### src/rtl/intc_pkg.sv
package intc_pkg;
    // Word indices (byte address / 4) of the register windows
    localparam int unsigned WI_PEND    = 0;
    localparam int unsigned WI_MASK    = 1;
    localparam int unsigned WI_SRC_NRM = 4;
    localparam int unsigned WI_SRC_FST = 5;
    localparam int unsigned WI_CTRL    = 6;
    localparam int unsigned WI_CFG0    = 7;

    // Output path selectors, used as indices into the per-path arrays
    typedef enum logic [0:0] {
        PATH_NRM = 1'b0,
        PATH_FST = 1'b1
    } path_e;
endpackage

### src/rtl/intc_arbiter.sv
module intc_arbiter #(
    parameter int NLINES = 32,
    parameter int PRIO_W = 5,
    parameter int LINE_W = $clog2(NLINES)
) (
    input  logic [NLINES-1:0]             cand,
    input  logic [NLINES-1:0][PRIO_W-1:0] prio,
    output logic [LINE_W-1:0]             win,
    output logic                          any
);
    logic [PRIO_W-1:0] best;

    // Ascending scan with <= : lowest value wins, ties go to the higher line
    always_comb begin
        best = '1;
        win  = '0;
        for (int i = 0; i < NLINES; i++) begin
            if (cand[i] && (prio[i] <= best)) begin
                best = prio[i];
                win  = LINE_W'(i);
            end
        end
    end

    assign any = |cand;
endmodule

### src/rtl/intc_line_events.sv
module intc_line_events #(
    parameter int NLINES = 32
) (
    input  logic [NLINES-1:0] asrt,     // pin active now
    input  logic [NLINES-1:0] in_prev,  // pin active at previous edge
    input  logic [NLINES-1:0] sens,     // 1 = level
    input  logic [NLINES-1:0] sw_req,   // one-hot software raise
    output logic [NLINES-1:0] set_vec,
    output logic [NLINES-1:0] fall_vec
);
    for (genvar i = 0; i < NLINES; i++) begin : g_line
        logic hw_set;
        logic sw_set;
        assign hw_set      = sens[i] ? asrt[i] : (asrt[i] & ~in_prev[i]);
        assign sw_set      = sw_req[i] & (sens[i] | ~asrt[i]);
        assign set_vec[i]  = hw_set | sw_set;
        assign fall_vec[i] = sens[i] & ~asrt[i] & in_prev[i];
    end
endmodule

### src/rtl/intc_bank.sv
module intc_bank
    import intc_pkg::*;
#(
    parameter int NLINES = 32,
    parameter int PRIO_W = 5,
    parameter int ADDR_W = 8,
    parameter int DATA_W = 32
) (
    input  logic              clk,
    input  logic              rst,
    input  logic [NLINES-1:0] line_n,
    input  logic              wr_en,
    input  logic              rd_en,
    input  logic [ADDR_W-1:0] addr,
    input  logic [DATA_W-1:0] wdata,
    output logic [DATA_W-1:0] rdata,
    output logic              irq_o,
    output logic              fiq_o
);
    localparam int LINE_W   = $clog2(NLINES);
    localparam int WIDX_W   = ADDR_W - 2;
    localparam int CFG_W    = PRIO_W + 2;
    localparam int WI_SWSET = WI_CFG0 + NLINES;

    typedef struct packed {
        logic [NLINES-1:0]             pend;
        logic [NLINES-1:0]             mask;
        logic [NLINES-1:0]             sens;
        logic [NLINES-1:0]             steer;
        logic [NLINES-1:0]             in_prev;
        logic [NLINES-1:0][PRIO_W-1:0] prio;
        logic [1:0]                    agree;
        logic [1:0]                    out;
        logic [1:0][LINE_W-1:0]        src;
        logic [DATA_W-1:0]             rdata;
    } state_t;

    state_t st_q, st_d;

    // ---------------- address decode ----------------
    logic [WIDX_W-1:0] widx;
    logic [WIDX_W-1:0] cfg_off;
    logic              aligned, cfg_hit;
    logic [LINE_W-1:0] cfg_sel;
    logic              hit_pend, hit_mask, hit_ctrl, hit_sw;
    logic [1:0]        hit_src;

    assign widx     = addr[ADDR_W-1:2];
    assign aligned  = (addr[1:0] == 2'b00);
    assign cfg_off  = widx - WIDX_W'(WI_CFG0);
    assign cfg_hit  = aligned && (widx >= WIDX_W'(WI_CFG0)) && (cfg_off < WIDX_W'(NLINES));
    assign cfg_sel  = cfg_off[LINE_W-1:0];
    assign hit_pend = aligned && (widx == WIDX_W'(WI_PEND));
    assign hit_mask = aligned && (widx == WIDX_W'(WI_MASK));
    assign hit_ctrl = aligned && (widx == WIDX_W'(WI_CTRL));
    assign hit_sw   = aligned && (widx == WIDX_W'(WI_SWSET));
    assign hit_src[PATH_NRM] = aligned && (widx == WIDX_W'(WI_SRC_NRM));
    assign hit_src[PATH_FST] = aligned && (widx == WIDX_W'(WI_SRC_FST));

    // ---------------- line events ----------------
    logic [NLINES-1:0] asrt_now, sw_req, set_vec, fall_vec;

    assign asrt_now = ~line_n;
    assign sw_req   = (wr_en && hit_sw) ? (wdata[NLINES-1:0] & (~wdata[NLINES-1:0] + 1'b1)) : '0;

    intc_line_events #(.NLINES(NLINES)) u_events (
        .asrt     (asrt_now),
        .in_prev  (st_q.in_prev),
        .sens     (st_q.sens),
        .sw_req   (sw_req),
        .set_vec  (set_vec),
        .fall_vec (fall_vec)
    );

    // ---------------- resolvers, one per output ----------------
    logic [1:0][NLINES-1:0] cand;
    logic [1:0][LINE_W-1:0] win;
    logic [1:0]             any;

    for (genvar k = 0; k < 2; k++) begin : g_path
        assign cand[k] = st_q.pend & ~st_q.mask & (k == 1 ? st_q.steer : ~st_q.steer);

        intc_arbiter #(.NLINES(NLINES), .PRIO_W(PRIO_W), .LINE_W(LINE_W)) u_arb (
            .cand (cand[k]),
            .prio (st_q.prio),
            .win  (win[k]),
            .any  (any[k])
        );
    end

    // ---------------- next state ----------------
    logic [NLINES-1:0] ack_clr;
    logic [NLINES-1:0] pend_n;

    always_comb begin
        st_d         = st_q;
        st_d.in_prev = asrt_now;

        // acknowledge by source read: edge lines only
        ack_clr = '0;
        for (int k = 0; k < 2; k++) begin
            if (rd_en && hit_src[k]) begin
                ack_clr[st_q.src[k]] = ~st_q.sens[st_q.src[k]];
            end
        end

        pend_n = st_q.pend;
        if (wr_en && hit_pend) begin
            pend_n = pend_n & (wdata[NLINES-1:0] | (st_q.sens & asrt_now));
        end
        pend_n    = ((pend_n & ~fall_vec) | set_vec) & ~ack_clr;
        st_d.pend = pend_n;

        if (wr_en && hit_mask) begin
            st_d.mask = wdata[NLINES-1:0];
        end
        if (wr_en && cfg_hit) begin
            st_d.prio[cfg_sel]  = wdata[CFG_W-1:2];
            st_d.sens[cfg_sel]  = wdata[1];
            st_d.steer[cfg_sel] = wdata[0];
        end

        // fire / re-arm; a re-arm in the same cycle overrides a fire
        for (int k = 0; k < 2; k++) begin
            if (st_q.agree[k] && any[k]) begin
                st_d.out[k]   = 1'b1;
                st_d.agree[k] = 1'b0;
                st_d.src[k]   = win[k];
            end
            if (wr_en && hit_ctrl && wdata[k]) begin
                st_d.out[k]   = 1'b0;
                st_d.agree[k] = 1'b1;
            end
        end

        if (rd_en) begin
            st_d.rdata = '0;
            if (hit_pend) begin
                st_d.rdata = DATA_W'(st_q.pend);
            end else if (hit_mask) begin
                st_d.rdata = DATA_W'(st_q.mask);
            end else if (hit_src[PATH_NRM]) begin
                st_d.rdata = DATA_W'(st_q.src[PATH_NRM]);
            end else if (hit_src[PATH_FST]) begin
                st_d.rdata = DATA_W'(st_q.src[PATH_FST]);
            end else if (cfg_hit) begin
                st_d.rdata = DATA_W'({st_q.prio[cfg_sel], st_q.sens[cfg_sel], st_q.steer[cfg_sel]});
            end
        end
    end

    always_ff @(posedge clk) begin
        if (rst) begin
            st_q       <= '0;
            st_q.mask  <= '1;
            st_q.agree <= '1;
        end else begin
            st_q <= st_d;
        end
    end

    assign rdata = st_q.rdata;
    assign irq_o = st_q.out[PATH_NRM];
    assign fiq_o = st_q.out[PATH_FST];

    // ---------------- assertions ----------------
    for (genvar k = 0; k < 2; k++) begin : g_chk
        AST_FIRE_NEEDS_AGREE: assert property (@(posedge clk) disable iff (rst)
            $rose(st_q.out[k]) |-> $past(st_q.agree[k]));
        AST_FIRE_NEEDS_CAND: assert property (@(posedge clk) disable iff (rst)
            $rose(st_q.out[k]) |-> $past(any[k]));
        AST_SRC_ONLY_ON_FIRE: assert property (@(posedge clk) disable iff (rst)
            !$stable(st_q.src[k]) |-> $rose(st_q.out[k]));
        AST_CTRL_DROPS: assert property (@(posedge clk) disable iff (rst)
            (wr_en && hit_ctrl && wdata[k]) |=> !st_q.out[k]);
    end

    AST_LEVEL_HELD: assert property (@(posedge clk) disable iff (rst)
        ((st_q.sens & asrt_now) != '0) |=> (($past(st_q.sens & asrt_now) & ~st_q.pend) == '0));
endmodule

### config.mk
export PLATFORM = sky130hd
export DESIGN_NAME = intc_bank
export DESIGN_NICKNAME = d
export VERILOG_FILES = /design/src/rtl/intc_pkg.sv /design/src/rtl/intc_arbiter.sv /design/src/rtl/intc_line_events.sv /design/src/rtl/intc_bank.sv
export SDC_FILE = /design/constraint.sdc
export NUM_CORES = 2
export LEC_CHECK = 0
export ABC_AREA = 1
export BUFFER_PORTS_ARGS = -buffer_cell sky130_fd_sc_hd__buf_2
export CORE_AREA = 10 10 263 215
export DETAILED_ROUTE_END_ITERATION = 16
export DIE_AREA = 0 0 273 225
export HOLD_SLACK_MARGIN = 0.08
export PLACE_DENSITY_LB_ADDON = 0.05
export SETUP_SLACK_MARGIN = 0.15
export SYNTH_ARGS = -nofsm -noshare
export SYNTH_HDL_FRONTEND = slang
export SYNTH_HIERARCHICAL = 1
export SYNTH_SLANG_ARGS = --single-unit
### constraint.sdc
create_clock -name clk -period 50.4 [get_ports clk]
set_clock_uncertainty 0.1 [all_clocks]
set_input_delay 10.08 -clock clk [delete_from_list [all_inputs] [get_ports clk]]
set_output_delay 10.08 -clock clk [all_outputs]
set_load 0.005 [all_outputs]
==> flow_metrics.tcl <==
set metrics [dict create \
    min_period_over_period_pct 87.0 \
    slowest_stage "nor3b_1" \
    overflow 0 \
    via_per_inst 6.18 \
    initial_utilization_pct 62.9 \
    die_x_um 273 \
    postCtsHoldBufs 0 \
    yosysTopAreaCell "dfxtp_1" \
    min_period_ns 43.86 \
    grt_pass1_vias 31600 \
    crit_fanout 13 \
    ant_nets 0 \
    root_buffer "clkbuf_16" \
    postCtsSetupBuffers 0 \
    synthArstFlopShare_pct 0 \
    insertion_delay_ns 0.60 \
    drtIter0Drc 5285 \
    synth_ff_type "dfxtp_1" \
    cp_top_family "simple AND/OR/NAND/NOR gates" \
    arrival_ns 44.27 \
    finalHoldViolCount 0 \
    dieArea_um2 61400 \
    clkSlewWorstSetupHoldPaths_ns 0.06 \
    cp-start-kind "register" \
    gp_congestion 1.03 \
    status "finished, final reports clean" \
    endpoint_kind "register" \
    synth_xor_area_share_pct 0 \
    synth_fa_ha_area_share_pct 9.72 \
    yosysSeqAreaShare_pct 22.6 \
    path_class "reg -> reg" \
    synth_commonest_cells "nand2_1 (1137), inv_1 (604), nand3_1 (507)" \
    finalSetupTns_ns 0 \
    nets 5485 \
    critPathBufInv 49 \
    drc 0 \
    postLayoutCoreUtil_pct 66.0 \
    grt_pass1_wl_um 181000 \
    syn_area_um2 32400 \
    numCtsBuffers 42 \
    fmax_ghz 0.0228 \
    crit_top_cell "nand2_1" \
    yosysMostFrequentCell "nand2_1" \
    cts_tree "yes" \
    yosys.area.top_type_share_pct 22.6 \
    synth_compound_area_share_pct 18.6 \
    drt_pass1_iterations 7 \
    synth_top_family_by_area "simple AND/OR/NAND/NOR gates" \
    synthTopCellsByArea "dfxtp_1 (23%), nand2_1 (13%), ha_1 (9.7%)" \
    p_per_area_nw_per_um2 20.4 \
    synth_edf_count 0 \
    clk_path_buf_depth 3 \
    coreArea_um2 51500 \
    htreeDepth 2 \
    synthSimpleGateAreaFrac_pct 36.6 \
    grt_max_degree 127 \
    worst_ep_required_time_ns 50.82 \
    max_cap_viol_count 0 \
    synthMuxAreaShare_pct 0 \
    post_dp_cell_area_um2 32600 \
    synth_cells 5224 \
    maxSlewHeadroom_pct 10.4 \
    synthToLayoutAreaGrowth_pct 4.82 \
    yosys_warnings 6 \
    drive_gt1_share_pct 8.47 \
    fin_area_um2 34000 \
    setup_viol 0 \
    io_buffer_count 109 \
    vias 36300 \
    hp-class "reg -> reg" \
    dp_hpwl_um 89000 \
    syn-num-nets 5552 \
    wl_um 118000 \
    tightest_slew_ns 1.33 \
    p_leak_nw 16.6 \
    cts_resized 0 \
    ir_drop_mv 0.0290 \
    rows 75 \
    routedWlPerCell_um 20.1 \
    grt_usage_pct 36.9 \
    ys_types 53 \
    slew_viol_final 0 \
    dieHeight_um 225 \
    synth_area_per_cell_um2 6.21 \
    rsz0062_at_grt "false" \
    antenna_found_initial 1 \
    ios 110 \
    max_stage_delay_ns 0.88 \
    synth-seq-cells 366 \
    cts_sinks 366 \
]
where the power goes:
group,internal (mW),switching (mW),leakage (nW),total (mW)
clock,0.189,0.132,0.679,0.321
combinational,0.0193,0.0544,12.9,0.0737
sequential,0.294,0.00319,2.97,0.298
logic make-up (layout without fill, tap and decap cells):
kind of cell,count (synthesis),in the layout
compound gates,1079,1079
other cells,0,1
flops,366,366
fa+ha+maj,252,252
buf+inv,907,869
simple gates,2620,2620
cells in the final DEF, fill, tap and decap left out, drive strengths merged, types with 2 or more instances in the layout:
cell,instances
a211oi,18
a21boi,2
a21o,12
a21oi,330
a221oi,28
a22oi,14
a31oi,2
a32o,8
and2,14
and3,9
buf,157
bufinv,6
clkbuf,60
clkinv,14
dfxtp,366
ha,252
inv,631
nand2,1272
nand3,510
nand3b,4
nand4,155
nor2,443
nor3,135
nor3b,32
nor4,31
o2111ai,2
o211a,2
o211ai,80
o21a,6
o21ai,517
o21bai,10
o22ai,25
o31ai,20
or2,14
flip-flops by register name, indices dropped and copies added, names as in the netlist:
name	cells
irq_o	1
st_q	332
fiq_o	1
rdata	32
worst paths after layout:
path / slack (ns) / from / cells after the start / endpoint
min reg2reg: 0.36 / rdata[2] / 2 / rdata[2]
max reg2reg: 6.54 / st_q[238] / 312 / st_q[40]
max: 6.54 / st_q[238] / 312 / st_q[40]
min: 0.36 / rdata[2] / 2 / rdata[2]
per-layer routing:
| layer | wire length, um | up-vias | share of wire (%) | global-route usage [%] |
|---|---|---|---|---|
| li1 | - | 17400 | - | - |
| met5 | 20 | - | 0.017 | 0 |
| met4 | 3390 | 2 | 2.9 | 11.2 |
| met3 | 17700 | 238 | 15 | 9.33 |
| met2 | 46100 | 2406 | 39 | 51.5 |
| met1 | 50800 | 16300 | 43 | 54.0 |
worst register-to-register path: cells and delay by family (launching register included):
kind,cells,cell delay [ns]
simple gates,175,18.33
compound gates,57,12.79
fa+ha+maj,31,9.72
buf+inv,49,2.43
flops,1,0.38
final cells by class:
cell class	count	area [um^2]
clock buffer	60	1180
fill	4940	17500
tap	693	867
multi-input combinational	3951	21100
sequential	366	7330
inverter	639	2420
timing repair buffer	157	908
antenna	1	2.50
clock inverter	13	219
through the flow:
step           power [mW]  setup WS (ns)  hold slack (ns)  std cells
2_1_floorplan       0.349          12.07            0.346       5224
3_3_place_gp        0.373           7.96            0.348       5806
3_5_place_dp        0.374           7.51            0.354       5806
4_1_cts             0.686           7.33            0.363       5879
5_1_grt             0.706           1.32            0.391       5879
6_report            0.692           6.54            0.360       5880
(Power assumes the default switching activity.)
